**config.mk**
```make
export PLATFORM = sky130hd
export DESIGN_NAME = iic_tx_master
export DESIGN_NICKNAME = d
export VERILOG_FILES = /design/src/rtl/iic_tx_pkg.sv /design/src/rtl/iic_tick_gen.sv /design/src/rtl/iic_bit_engine.sv /design/src/rtl/iic_tx_status.sv /design/src/rtl/iic_tx_master.sv
export SDC_FILE = /design/constraint.sdc
export NUM_CORES = 1
export LEC_CHECK = 0
export ABC_AREA = 0
export CELL_PAD_IN_SITES_DETAIL_PLACEMENT = 1
export CELL_PAD_IN_SITES_GLOBAL_PLACEMENT = 1
export CORE_MARGIN = 2
export CORE_UTILIZATION = 41
export CTS_CLUSTER_DIAMETER = 50
export DETAILED_ROUTE_END_ITERATION = 8
export GPL_ROUTABILITY_DRIVEN = 0
export PLACE_DENSITY_LB_ADDON = 0.1
export SLEW_MARGIN = 20
export SYNTH_ARGS = -nofsm -noshare
export SYNTH_HDL_FRONTEND = slang
export SYNTH_SLANG_ARGS = --single-unit
```
**constraint.sdc**
```tcl
create_clock -name clk -period 2.9 [get_ports clk]
set_clock_uncertainty 0.05 [all_clocks]
set_input_delay 0.58 -clock clk [delete_from_list [all_inputs] [get_ports clk]]
set_output_delay 0.58 -clock clk [all_outputs]
set_load 0.05 [all_outputs]
```
**src/rtl/iic_tx_pkg.sv**
```systemverilog
// Package: shared state encoding and one-cycle event bundle for the
// write-only two-wire master. Assumes one clock domain for all users.
package iic_tx_pkg;

    typedef enum logic [2:0] {
        ST_IDLE  = 3'd0,
        ST_START = 3'd1,
        ST_BIT   = 3'd2,
        ST_WAIT  = 3'd3,
        ST_STOP  = 3'd4
    } iic_state_e;

    // Single-cycle strobes from the bit engine to the status block.
    typedef struct packed {
        logic start;    // transfer begins (START driven)
        logic load;     // holding byte moved into the shifter
        logic ack;      // ninth bit sampled low
        logic nack;     // ninth bit sampled high
        logic stop_go;  // STOP sequence begins
        logic done;     // STOP sequence finished, bus free
    } iic_evt_t;

    localparam int NUM_FLAGS = 3;

endpackage

```
**src/rtl/iic_tick_gen.sv**
```systemverilog
// Quarter-bit tick generator.
// Produces a one-clock tick every div_i+1 clocks while en_i is high and
// restarts from zero whenever en_i is low, so the first quarter after a
// transfer starts is always full length. Assumes div_i is quasi-static.
module iic_tick_gen #(
    parameter int DIV_W = 16
) (
    input  logic             clk,
    input  logic             rst_n,
    input  logic             en_i,
    input  logic [DIV_W-1:0] div_i,
    output logic             tick_o
);

    logic [DIV_W-1:0] cnt_q;
    logic             wrap;

    assign wrap   = (cnt_q >= div_i);
    assign tick_o = en_i && wrap;

    // Count clocks within the current quarter; hold at zero when disabled.
    always_ff @(posedge clk) begin
        if (!rst_n || !en_i) begin
            cnt_q <= '0;
        end else if (wrap) begin
            cnt_q <= '0;
        end else begin
            cnt_q <= cnt_q + 1'b1;
        end
    end

    // A nonzero divider never yields ticks on two adjacent clocks.
    AST_TICK_SPACING: assert property (@(posedge clk) disable iff (!rst_n)
        (tick_o && div_i != '0) |=> (!tick_o || div_i == '0));

endmodule

```
**src/rtl/iic_bit_engine.sv**
```systemverilog
// Bit-level sequencer for the write-only master.
// Forms START, shifts address and data bytes MSB first in four quarters per
// bit (SCL low, low, high, high), samples the ninth bit at the end of its
// last quarter, parks with SCL low when nothing is waiting, and forms STOP.
// Assumes hold/stop inputs come from registers in the same clock domain and
// sda_in_i is already synchronised. Every move except leaving idle waits for
// a quarter tick.
module iic_bit_engine
    import iic_tx_pkg::*;
#(
    parameter int ADDR_W = 7,
    parameter int DATA_W = 8
) (
    input  logic              clk,
    input  logic              rst_n,
    input  logic              tick_i,
    input  logic              hold_full_i,
    input  logic [DATA_W-1:0] hold_data_i,
    input  logic              stop_pend_i,
    input  logic [ADDR_W-1:0] dev_addr_i,
    input  logic              sda_in_i,
    output iic_state_e        state_o,
    output logic              scl_low_o,
    output logic              sda_low_o,
    output iic_evt_t          evt_o
);

    localparam int BIT_W = $clog2(DATA_W + 1);
    localparam logic [BIT_W-1:0] ACK_SLOT = BIT_W'(DATA_W);
    localparam logic [1:0] Q0 = 2'd0;
    localparam logic [1:0] Q1 = 2'd1;
    localparam logic [1:0] Q2 = 2'd2;
    localparam logic [1:0] Q3 = 2'd3;

    iic_state_e        state_q;
    logic [1:0]        qtr_q;
    logic [BIT_W-1:0]  bit_q;
    logic [DATA_W-1:0] shift_q;
    logic              scl_low_q;
    logic              sda_low_q;
    logic              last_bit;
    logic              ack_slot;
    logic              wait_tick;

    assign last_bit  = (bit_q == ACK_SLOT);
    assign ack_slot  = (state_q == ST_BIT) && tick_i && (qtr_q == Q3) && last_bit;
    assign wait_tick = (state_q == ST_WAIT) && tick_i;

    // Decode the one-cycle events the status block reacts to.
    always_comb begin
        evt_o         = '0;
        evt_o.start   = (state_q == ST_IDLE) && hold_full_i;
        evt_o.ack     = ack_slot && !sda_in_i;
        evt_o.nack    = ack_slot && sda_in_i;
        evt_o.load    = ((evt_o.ack || wait_tick) && hold_full_i);
        evt_o.stop_go = evt_o.nack
                      || ((evt_o.ack || wait_tick) && !hold_full_i && stop_pend_i);
        evt_o.done    = (state_q == ST_STOP) && tick_i && (qtr_q == Q3);
    end

    // Sequence state, quarter/bit counters, shifter and the two line drives.
    always_ff @(posedge clk) begin
        if (!rst_n) begin
            state_q   <= ST_IDLE;
            qtr_q     <= Q0;
            bit_q     <= '0;
            shift_q   <= '0;
            scl_low_q <= 1'b0;
            sda_low_q <= 1'b0;
        end else begin
            unique case (state_q)
                ST_IDLE: begin
                    if (hold_full_i) begin
                        state_q   <= ST_START;
                        sda_low_q <= 1'b1;
                        qtr_q     <= Q0;
                        shift_q   <= {dev_addr_i, 1'b0};
                    end
                end
                ST_START: begin
                    if (tick_i) begin
                        state_q   <= ST_BIT;
                        qtr_q     <= Q0;
                        bit_q     <= '0;
                        scl_low_q <= 1'b1;
                    end
                end
                ST_BIT: begin
                    if (tick_i) begin
                        qtr_q <= qtr_q + 1'b1;
                        unique case (qtr_q)
                            Q0: sda_low_q <= last_bit ? 1'b0 : ~shift_q[DATA_W-1];
                            Q1: scl_low_q <= 1'b0;
                            Q2: ;
                            Q3: begin
                                scl_low_q <= 1'b1;
                                qtr_q     <= Q0;
                                if (!last_bit) begin
                                    shift_q <= shift_q << 1;
                                    bit_q   <= bit_q + 1'b1;
                                end else if (sda_in_i) begin
                                    state_q <= ST_STOP;
                                end else if (hold_full_i) begin
                                    shift_q <= hold_data_i;
                                    bit_q   <= '0;
                                end else if (stop_pend_i) begin
                                    state_q <= ST_STOP;
                                end else begin
                                    state_q <= ST_WAIT;
                                end
                            end
                            default: ;
                        endcase
                    end
                end
                ST_WAIT: begin
                    if (tick_i) begin
                        qtr_q <= Q0;
                        if (hold_full_i) begin
                            state_q <= ST_BIT;
                            shift_q <= hold_data_i;
                            bit_q   <= '0;
                        end else if (stop_pend_i) begin
                            state_q <= ST_STOP;
                        end
                    end
                end
                ST_STOP: begin
                    if (tick_i) begin
                        qtr_q <= qtr_q + 1'b1;
                        unique case (qtr_q)
                            Q0: sda_low_q <= 1'b1;
                            Q1: scl_low_q <= 1'b0;
                            Q2: sda_low_q <= 1'b0;
                            Q3: begin
                                state_q <= ST_IDLE;
                                qtr_q   <= Q0;
                            end
                            default: ;
                        endcase
                    end
                end
                default: state_q <= ST_IDLE;
            endcase
        end
    end

    assign state_o   = state_q;
    assign scl_low_o = scl_low_q;
    assign sda_low_o = sda_low_q;

    // While shifting, SDA must not move across a clock-high stretch.
    AST_SDA_STABLE_SCL_HIGH: assert property (@(posedge clk) disable iff (!rst_n)
        (state_q == ST_BIT && $past(state_q) == ST_BIT && !scl_low_q && !$past(scl_low_q))
        |-> $stable(sda_low_q));
    // Parking after an acknowledge keeps the clock line pulled down.
    AST_WAIT_HOLDS_SCL: assert property (@(posedge clk) disable iff (!rst_n)
        (state_q == ST_WAIT) |-> scl_low_q);
    // A not-acknowledge leads straight into the STOP sequence.
    AST_NACK_THEN_STOP: assert property (@(posedge clk) disable iff (!rst_n)
        evt_o.nack |=> (state_q == ST_STOP));
    // Leaving the parked state for STOP needs a host command.
    AST_STOP_NEEDS_CMD: assert property (@(posedge clk) disable iff (!rst_n)
        ($past(state_q) == ST_WAIT && state_q == ST_STOP) |-> $past(stop_pend_i));
    // Transfer start, byte load, not-acknowledge and completion are exclusive.
    AST_EVT_EXCLUSIVE: assert property (@(posedge clk) disable iff (!rst_n)
        $onehot0({evt_o.start, evt_o.load, evt_o.nack, evt_o.done}));

endmodule

```
**src/rtl/iic_tx_status.sv**
```systemverilog
// Host-side holding register, pending STOP and status flags.
// Keeps the one-entry transmit holding register, remembers a STOP command
// given during a transfer, and maintains the ready / complete /
// not-acknowledge flags plus the masked interrupt. Assumes events come from
// the bit engine of the same clock domain. A host write in the same clock
// as a byte load keeps the new byte.
module iic_tx_status
    import iic_tx_pkg::*;
#(
    parameter int DATA_W = 8
) (
    input  logic                 clk,
    input  logic                 rst_n,
    input  logic                 hold_we_i,
    input  logic [DATA_W-1:0]    hold_data_i,
    input  logic                 stop_cmd_i,
    input  logic                 busy_i,
    input  iic_evt_t             evt_i,
    input  logic [NUM_FLAGS-1:0] irq_en_i,
    output logic                 hold_full_o,
    output logic [DATA_W-1:0]    hold_data_o,
    output logic                 stop_pend_o,
    output logic                 tx_ready_o,
    output logic                 tx_done_o,
    output logic                 nack_o,
    output logic                 irq_o
);

    logic                 full_q;
    logic [DATA_W-1:0]    data_q;
    logic                 stop_q;
    logic                 done_q;
    logic                 nack_q;
    logic [NUM_FLAGS-1:0] flags;

    // Holding register: host write fills it; load or not-acknowledge empties it.
    always_ff @(posedge clk) begin
        if (!rst_n) begin
            full_q <= 1'b0;
            data_q <= '0;
        end else if (hold_we_i) begin
            full_q <= 1'b1;
            data_q <= hold_data_i;
        end else if (evt_i.load || evt_i.nack) begin
            full_q <= 1'b0;
        end
    end

    // Pending STOP: only accepted mid-transfer, consumed when STOP begins.
    always_ff @(posedge clk) begin
        if (!rst_n) begin
            stop_q <= 1'b0;
        end else if (evt_i.stop_go || evt_i.done) begin
            stop_q <= 1'b0;
        end else if (stop_cmd_i && busy_i) begin
            stop_q <= 1'b1;
        end
    end

    // Completion and not-acknowledge flags, both cleared by a new START.
    always_ff @(posedge clk) begin
        if (!rst_n) begin
            done_q <= 1'b1;
            nack_q <= 1'b0;
        end else if (evt_i.start) begin
            done_q <= 1'b0;
            nack_q <= 1'b0;
        end else begin
            if (evt_i.done) done_q <= 1'b1;
            if (evt_i.nack) nack_q <= 1'b1;
        end
    end

    assign flags       = {nack_q, done_q, ~full_q};
    assign hold_full_o = full_q;
    assign hold_data_o = data_q;
    assign stop_pend_o = stop_q;
    assign tx_ready_o  = ~full_q;
    assign tx_done_o   = done_q;
    assign nack_o      = nack_q;
    assign irq_o       = |(flags & irq_en_i);

    // Ready stays set until the host writes a byte.
    AST_READY_UNTIL_WRITE: assert property (@(posedge clk) disable iff (!rst_n)
        (tx_ready_o && !hold_we_i) |=> tx_ready_o);
    // A new START clears the completion flag.
    AST_DONE_CLEARED_AT_START: assert property (@(posedge clk) disable iff (!rst_n)
        evt_i.start |=> !tx_done_o);
    // Completion rises only when the STOP sequence ends.
    AST_DONE_ONLY_AFTER_STOP: assert property (@(posedge clk) disable iff (!rst_n)
        $rose(tx_done_o) |-> $past(evt_i.done));
    // A not-acknowledge discards the waiting byte.
    AST_NACK_DROPS_BYTE: assert property (@(posedge clk) disable iff (!rst_n)
        (evt_i.nack && !hold_we_i) |=> (tx_ready_o && nack_o));

endmodule

```
**src/rtl/iic_tx_master.sv**
```systemverilog
// Top of the write-only two-wire master.
// Ties the quarter-tick divider, the bit engine and the host status block
// together, synchronises the sensed data line with two flops and turns the
// engine's pull-down requests into active-low open-drain enables. Assumes
// external pull-ups and a target that does not stretch the clock.
module iic_tx_master
    import iic_tx_pkg::*;
#(
    parameter int ADDR_W = 7,
    parameter int DATA_W = 8,
    parameter int DIV_W  = 16
) (
    input  logic                 clk,
    input  logic                 rst_n,
    input  logic [ADDR_W-1:0]    dev_addr_i,
    input  logic                 hold_we_i,
    input  logic [DATA_W-1:0]    hold_data_i,
    input  logic                 stop_cmd_i,
    input  logic [DIV_W-1:0]     clk_div_i,
    input  logic [NUM_FLAGS-1:0] irq_en_i,
    input  logic                 sda_in_i,
    output logic                 scl_oe_n_o,
    output logic                 sda_oe_n_o,
    output logic                 tx_ready_o,
    output logic                 tx_done_o,
    output logic                 nack_o,
    output logic                 irq_o
);

    iic_state_e        state;
    iic_evt_t          evt;
    logic              tick;
    logic              hold_full;
    logic [DATA_W-1:0] hold_data;
    logic              stop_pend;
    logic              scl_low;
    logic              sda_low;
    logic              sda_s1_q;
    logic              sda_s2_q;
    logic              busy;

    assign busy = (state != ST_IDLE);

    // Two-flop synchroniser on the sensed data line, idles high.
    always_ff @(posedge clk) begin
        if (!rst_n) begin
            sda_s1_q <= 1'b1;
            sda_s2_q <= 1'b1;
        end else begin
            sda_s1_q <= sda_in_i;
            sda_s2_q <= sda_s1_q;
        end
    end

    iic_tick_gen #(.DIV_W(DIV_W)) u_tick (
        .clk    (clk),
        .rst_n  (rst_n),
        .en_i   (busy),
        .div_i  (clk_div_i),
        .tick_o (tick)
    );

    iic_bit_engine #(.ADDR_W(ADDR_W), .DATA_W(DATA_W)) u_engine (
        .clk         (clk),
        .rst_n       (rst_n),
        .tick_i      (tick),
        .hold_full_i (hold_full),
        .hold_data_i (hold_data),
        .stop_pend_i (stop_pend),
        .dev_addr_i  (dev_addr_i),
        .sda_in_i    (sda_s2_q),
        .state_o     (state),
        .scl_low_o   (scl_low),
        .sda_low_o   (sda_low),
        .evt_o       (evt)
    );

    iic_tx_status #(.DATA_W(DATA_W)) u_status (
        .clk         (clk),
        .rst_n       (rst_n),
        .hold_we_i   (hold_we_i),
        .hold_data_i (hold_data_i),
        .stop_cmd_i  (stop_cmd_i),
        .busy_i      (busy),
        .evt_i       (evt),
        .irq_en_i    (irq_en_i),
        .hold_full_o (hold_full),
        .hold_data_o (hold_data),
        .stop_pend_o (stop_pend),
        .tx_ready_o  (tx_ready_o),
        .tx_done_o   (tx_done_o),
        .nack_o      (nack_o),
        .irq_o       (irq_o)
    );

    assign scl_oe_n_o = ~scl_low;
    assign sda_oe_n_o = ~sda_low;

    // An idle master leaves both lines to the pull-ups.
    AST_IDLE_RELEASES_BUS: assert property (@(posedge clk) disable iff (!rst_n)
        (tx_done_o && !busy) |-> (scl_oe_n_o && sda_oe_n_o));

endmodule

```
; Yosys cells after proc, flatten, opt, wreduce, memory -nomap -nowiden
; Index checks and enable logic that the tools add are counted.
[totals]
output_inout_bits = 6
in_bits = 39
word_cells = 146
register_bits = 49
[op_classes]
n_eq_ne = 25
addsub = 3
n_bitwise = 6
magnitude_cmp = 1
reduce_logical = 45
n_mux = 52
[ops]
columns = cell, count
row1 = $mux W8, 7
row2 = $mux W3, 13
row3 = $mux W4, 7
row4 = $pmux W8 S3, 1
row5 = $reduce_and A6 Y1, 4
row6 = $reduce_bool A3 Y1, 6
row7 = $add A16 B1 Y16 const B, 1
row8 = $ge A16 B16 Y1, 1
row9 = $ne A2 B1 Y1 const B, 8
row10 = $pmux W3 S5, 1
row11 = $logic_and A1 B1 Y1, 14
row12 = $mux W1, 13
row13 = $ne A3 B3 Y1 const B, 4
row14 = $pmux W4 S3, 1
row15 = $reduce_and A10 Y1, 1
row16 = $reduce_or A2 Y1, 5
row17 = $mux W2, 4
row18 = $ne A2 B2 Y1 const B, 4
row19 = $eq A3 B2 Y1 const B, 2
row20 = $pmux W1 S3, 2
row21 = $pmux W2 S3, 1
row22 = $logic_or A1 B1 Y1, 5
row23 = $not A1 Y1, 5
row24 = $add A4 B1 Y4 const B, 1
row25 = 15 further kinds, 21

; Depth between registers and ports, before layout
[logic_depth]
ltp_word = 12
ltp_mapped = 10
depth_no_buf = 8

; Cells and area by module
; Synthesis repeated with hierarchy kept, for this count alone.
[unflattened]
hier_cells = 376
area_unflattened_um2 = 3183.1
[modules_own_cells]
columns = module, cells_each, area_per_inst_um2, n_inst
row1 = iic_bit_engine, 203, 1582.8, 1
row2 = iic_tick_gen, 124, 1079.8, 1
row3 = iic_tx_status, 42, 454.2, 1
row4 = iic_tx_master, 7, 66.3, 1

; Worst setup path before layout
; Ideal clock, no wire load.
[synth_path]
path_type = input port to flip-flop
start = in clk_div_i[0]
end = reg u_engine.sda_low_q, in the netlist u_engine.sda_low_o
t_arrival_ns = 2.254
slack_ns = 0.480
path_stages = 9
n_path_buf = 2
path_cell_list = ha_1 -> nand2b_1 -> a2111o_1 -> a31oi_2 -> and2_4 -> buf_6 -> buf_6 -> a21oi_1 -> o211a_1
[synth_via]
elab_chain_len = 4
elab_cells_between_ends = 5
classes_between = 1 x order compare / 2 x eq/ne / 2 x reduce/logical
[synth_lines]
columns = element, line
row1 = "start, declared", iic_tx_master.sv:19  ; input logic [DIV_W-1:0] clk_div_i,
row2 = $ge A16 B16 Y1 *, iic_tick_gen.sv:18  ; assign wrap = (cnt_q >= div_i);
row3 = $logic_and A1 B1 Y1 *, iic_tick_gen.sv:19  ; assign tick_o = en_i && wrap;
row4 = $ne A2 B1 Y1 (no line), --
row5 = $reduce_and A6 Y1 (no line) *, --
row6 = "end signal, assigned", iic_bit_engine.sv:92  ; Q0: sda_low_q <= last_bit ? 1'b0 : ~shift_q[DATA_W-1];
row7 = "end, declared", iic_bit_engine.sv:40  ; logic sda_low_q;
; Mark *: on every way between the ends. The rest lies on a longest branch, timed or not.
; A chain may end at the register's enable or synchronous reset.

; Worst setup path in the final report
[layout_path]
start = in clk_div_i[0]
end = reg u_engine.qtr_q[0]
[layout_via]
elab_chain_len = 4
elab_cells_between_ends = 5
classes_between = 1 x order compare / 2 x eq/ne / 2 x reduce/logical
[layout_lines]
columns = element, line
row1 = $ge A16 B16 Y1 *, iic_tick_gen.sv:18
row2 = $logic_and A1 B1 Y1 *, iic_tick_gen.sv:19
row3 = $ne A2 B1 Y1 (no line), --
row4 = $reduce_and A4 Y1 (no line) *, --
row5 = "end signal, assigned", iic_bit_engine.sv:90  ; qtr_q <= qtr_q + 1'b1;
row6 = "end signal, assigned", iic_bit_engine.sv:130  ; qtr_q <= qtr_q + 1'b1;
row7 = "end, declared", iic_bit_engine.sv:36  ; logic [1:0] qtr_q;
; Marked as above.

==> out/metrics.cfg <==
[clocking]
root_buffer=clkbuf_8
clk_pin_slew_ns=0.09
htree_levels=2
clk_latency_ns=0.31
numClockSinks=49
clockBufferDepth=2
postCtsHoldBufs=0
numCtsBuffers=5
cts_tree=done

[power]
seqPwrFrac=0.445
power_density_mw_per_mm2=494
p_int_mw=1.18
p_sw_frac=0.354
peakVddDrop_mv=0.181
clkPwrFrac=0.211
total_power_mw=1.82
power_frac_comb=0.344
p_sw_mw=0.644
leakagePower_nw=1.52

[synthesis]
synth_area_per_cell_um2=8.37
yosysWarningCount=0
ys_ff_latch=49
synth-main-ff-cell=dfxtp_1
ys_seq_area_frac=0.325
synth.distinct_cells=54
netlist_instances=361
async_flop_share=0
synth-edff-count=0
synth_area_mm2=0.00302
postSynthNetCount=423

[floorplanning]
dieArea_mm2=0.00807
fp.coreArea_mm2=0.00718
floorplan.rows=31
die_h_um=89.8
start_util=0.421
pin_count=45
die_x_um=89.8

[setup_path]
crit_path_start_kind=input port
required_ns=3.05
path_class=in2reg
end_kind=register
cp_data_arrival_time_ns=2.91
slowest_delay_ns=0.43
rrSetupSlack_ns=0.40
crit_chain=clkdlybuf4s50_1, ha_1, nand2b_1, a2111o_1, a31oi_2, buf_4, and2_4, buf_4, nor4_1, a41o_1
critPathMostFrequentCell=buf_4
crit_fanout=12
cp_slowest_cell=a2111o_1

[final_layout]
layout.nets=467
utilization=0.514
diodes=0
fillers=889
drive_above_1_share=0.0916
syn_to_final_growth_pct=21.9
layout_commonest_cell=dfxtp_1
final_cell_mix=dfxtp_1, clkdlybuf4s50_1, nor2_1

[detailed_routing]
drt_wl_total_um=7340
vias=2719
dr.pass1.iters=4
wl_per_cell_um=14.6
drt_iter0_markers=81
drtAntennaViolNets=0
drc_errors=0
vias_per_cell=5.41

[placed_design]
pre_cts_slack_ns=-0.362
io_buffers=44
dp_hpwl_um=5570

[timing]
hold_slack_ns=0.363
max_slew_margin=0.574
rsz0062_at_grt=no
tightest_slew_ns=0.638
slew_viol_final=0
finalCritPeriodShare=0.949
setup_viol=0
min_period_ns=2.75
finalWorstSetupSlack_ns=0.147
fmax_ghz=0.363
hold_viol=0

[worst_hold_path]
min_path_type=reg2reg

[grt]
antenna_found_initial=0
gr-total-overflow=0
grt_use_total=0.189
grt_pass1_vias=2705
grt_start_max_net_pins=26
grt_pass1_wl_um=12700

[status]
status=complete, no violations

[job]
maxCapViolations=0

registers in the layout (all words and copies together), names as in the netlist, 2 cells and up:
signal	flops
u_tick.cnt_q	16
u_engine.state_o	3
u_engine.qtr_q	2
u_engine.shift_q	8
u_engine.bit_q	4
u_status.hold_data_o	8
path summary, 6_finish.rpt:
path,startpoint,end,depth (start not counted)
max reg2reg,u_tick.cnt_q[0],u_engine.qtr_q[0],10
min reg2reg,sda_s1_q,sda_s2_q,1
min,sda_s1_q,sda_s2_q,1
max,clk_div_i[0],u_engine.qtr_q[0],10
what timing repair did:
item                                    4_1_cts  5_1_grt
gates resized for setup                       0        6
pin swaps                                     0        3
gates cloned                                  0        0
endpoints found under the setup margin        3       35
setup buffers                                 0        2
endpoints found under the hold margin         0        0
power groups by stage:
| stage | Clock [mW] | Combinational, mW | Sequential (mW) |
|---|---|---|---|
| finish | 0.385 | 0.626 | 0.810 |
| global route | 0.433 | 0.699 | 0.819 |
| CTS | 0.402 | 0.624 | 0.809 |
| detailed placement | 0 | 0.620 | 0.823 |
| global placement | 0 | 0.601 | 0.822 |
| floorplan | 0 | 0.436 | 0.808 |
logic make-up after synthesis:
group                      after synthesis  share of synthesized area
and+or+nand+nor                        126                      0.215
AOI/OAI and AO/OA                       78                      0.190
buffers and inverters                   52                     0.0708
DFF                                     49                      0.325
adders and majority gates               23                     0.0952
muxes                                   18                     0.0600
xor gates and xnor gates                15                     0.0435
layer usage:
metal	track usage	wire length (um)	part of all wire
met1	0.230	3250	0.44
met2	0.336	3730	0.51
met3	0.0394	256	0.035
met4	0.0564	110	0.015
met5	0	0	0
critical path: cells and delay by family:
family                     cells  cell delay [ns]
AOI/OAI and AO/OA              3             0.92
buffers and inverters          3             0.71
and+or+nand+nor                3             0.42
adders and majority gates      1             0.28
cell type report:
class                      count  area, um^2  share of cell area
multi-input combinational    260        1850               0.502
sequential                    49         981               0.266
timing repair buffer          57         536               0.145
tap                           99         124              0.0336
inverter                      32         120              0.0326
clock buffer                   5        68.8              0.0187
clock inverter                 1        5.00             0.00136
Yosys cell counts (all sizes together), types with 3 or more instances:
| cell | instances | area (um^2) |
|---|---|---|
| buf | 6 | 41.3 |
| xor2 | 7 | 61.3 |
| nor4 | 3 | 18.8 |
| nand4 | 6 | 50.0 |
| dfxtp | 49 | 981 |
| clkbuf | 14 | 52.6 |
| nor2b | 10 | 62.6 |
| xnor2 | 8 | 70.1 |
| o211ai | 11 | 82.6 |
| a31oi | 3 | 25.0 |
| a41o | 3 | 30.0 |
| nand2b | 7 | 43.8 |
| ha | 23 | 288 |
| mux2i | 17 | 170 |
| o311ai | 3 | 26.3 |
| a21oi | 20 | 100 |
| inv | 32 | 120 |
| nor3b | 4 | 30.0 |
| nand3 | 16 | 92.6 |
| o21ai | 11 | 55.1 |
| o211a | 9 | 90.1 |
| or2 | 3 | 18.8 |
| nor2 | 38 | 143 |
| nand2 | 27 | 101 |
through the flow:
| step | instance area, um^2 | TNS (ns) | std cells |
|---|---|---|---|
| after CTS | 3650 | -0.0509 | 501 |
| after detailed placement | 3570 | -8.98 | 495 |
| final | 3680 | 0 | 503 |
| after global placement | 3570 | -7.16 | 495 |
| after global routing | 3680 | 0 | 503 |
| after floorplan | 3020 | 0 | 361 |
Power figures use the tool's default switching activity.
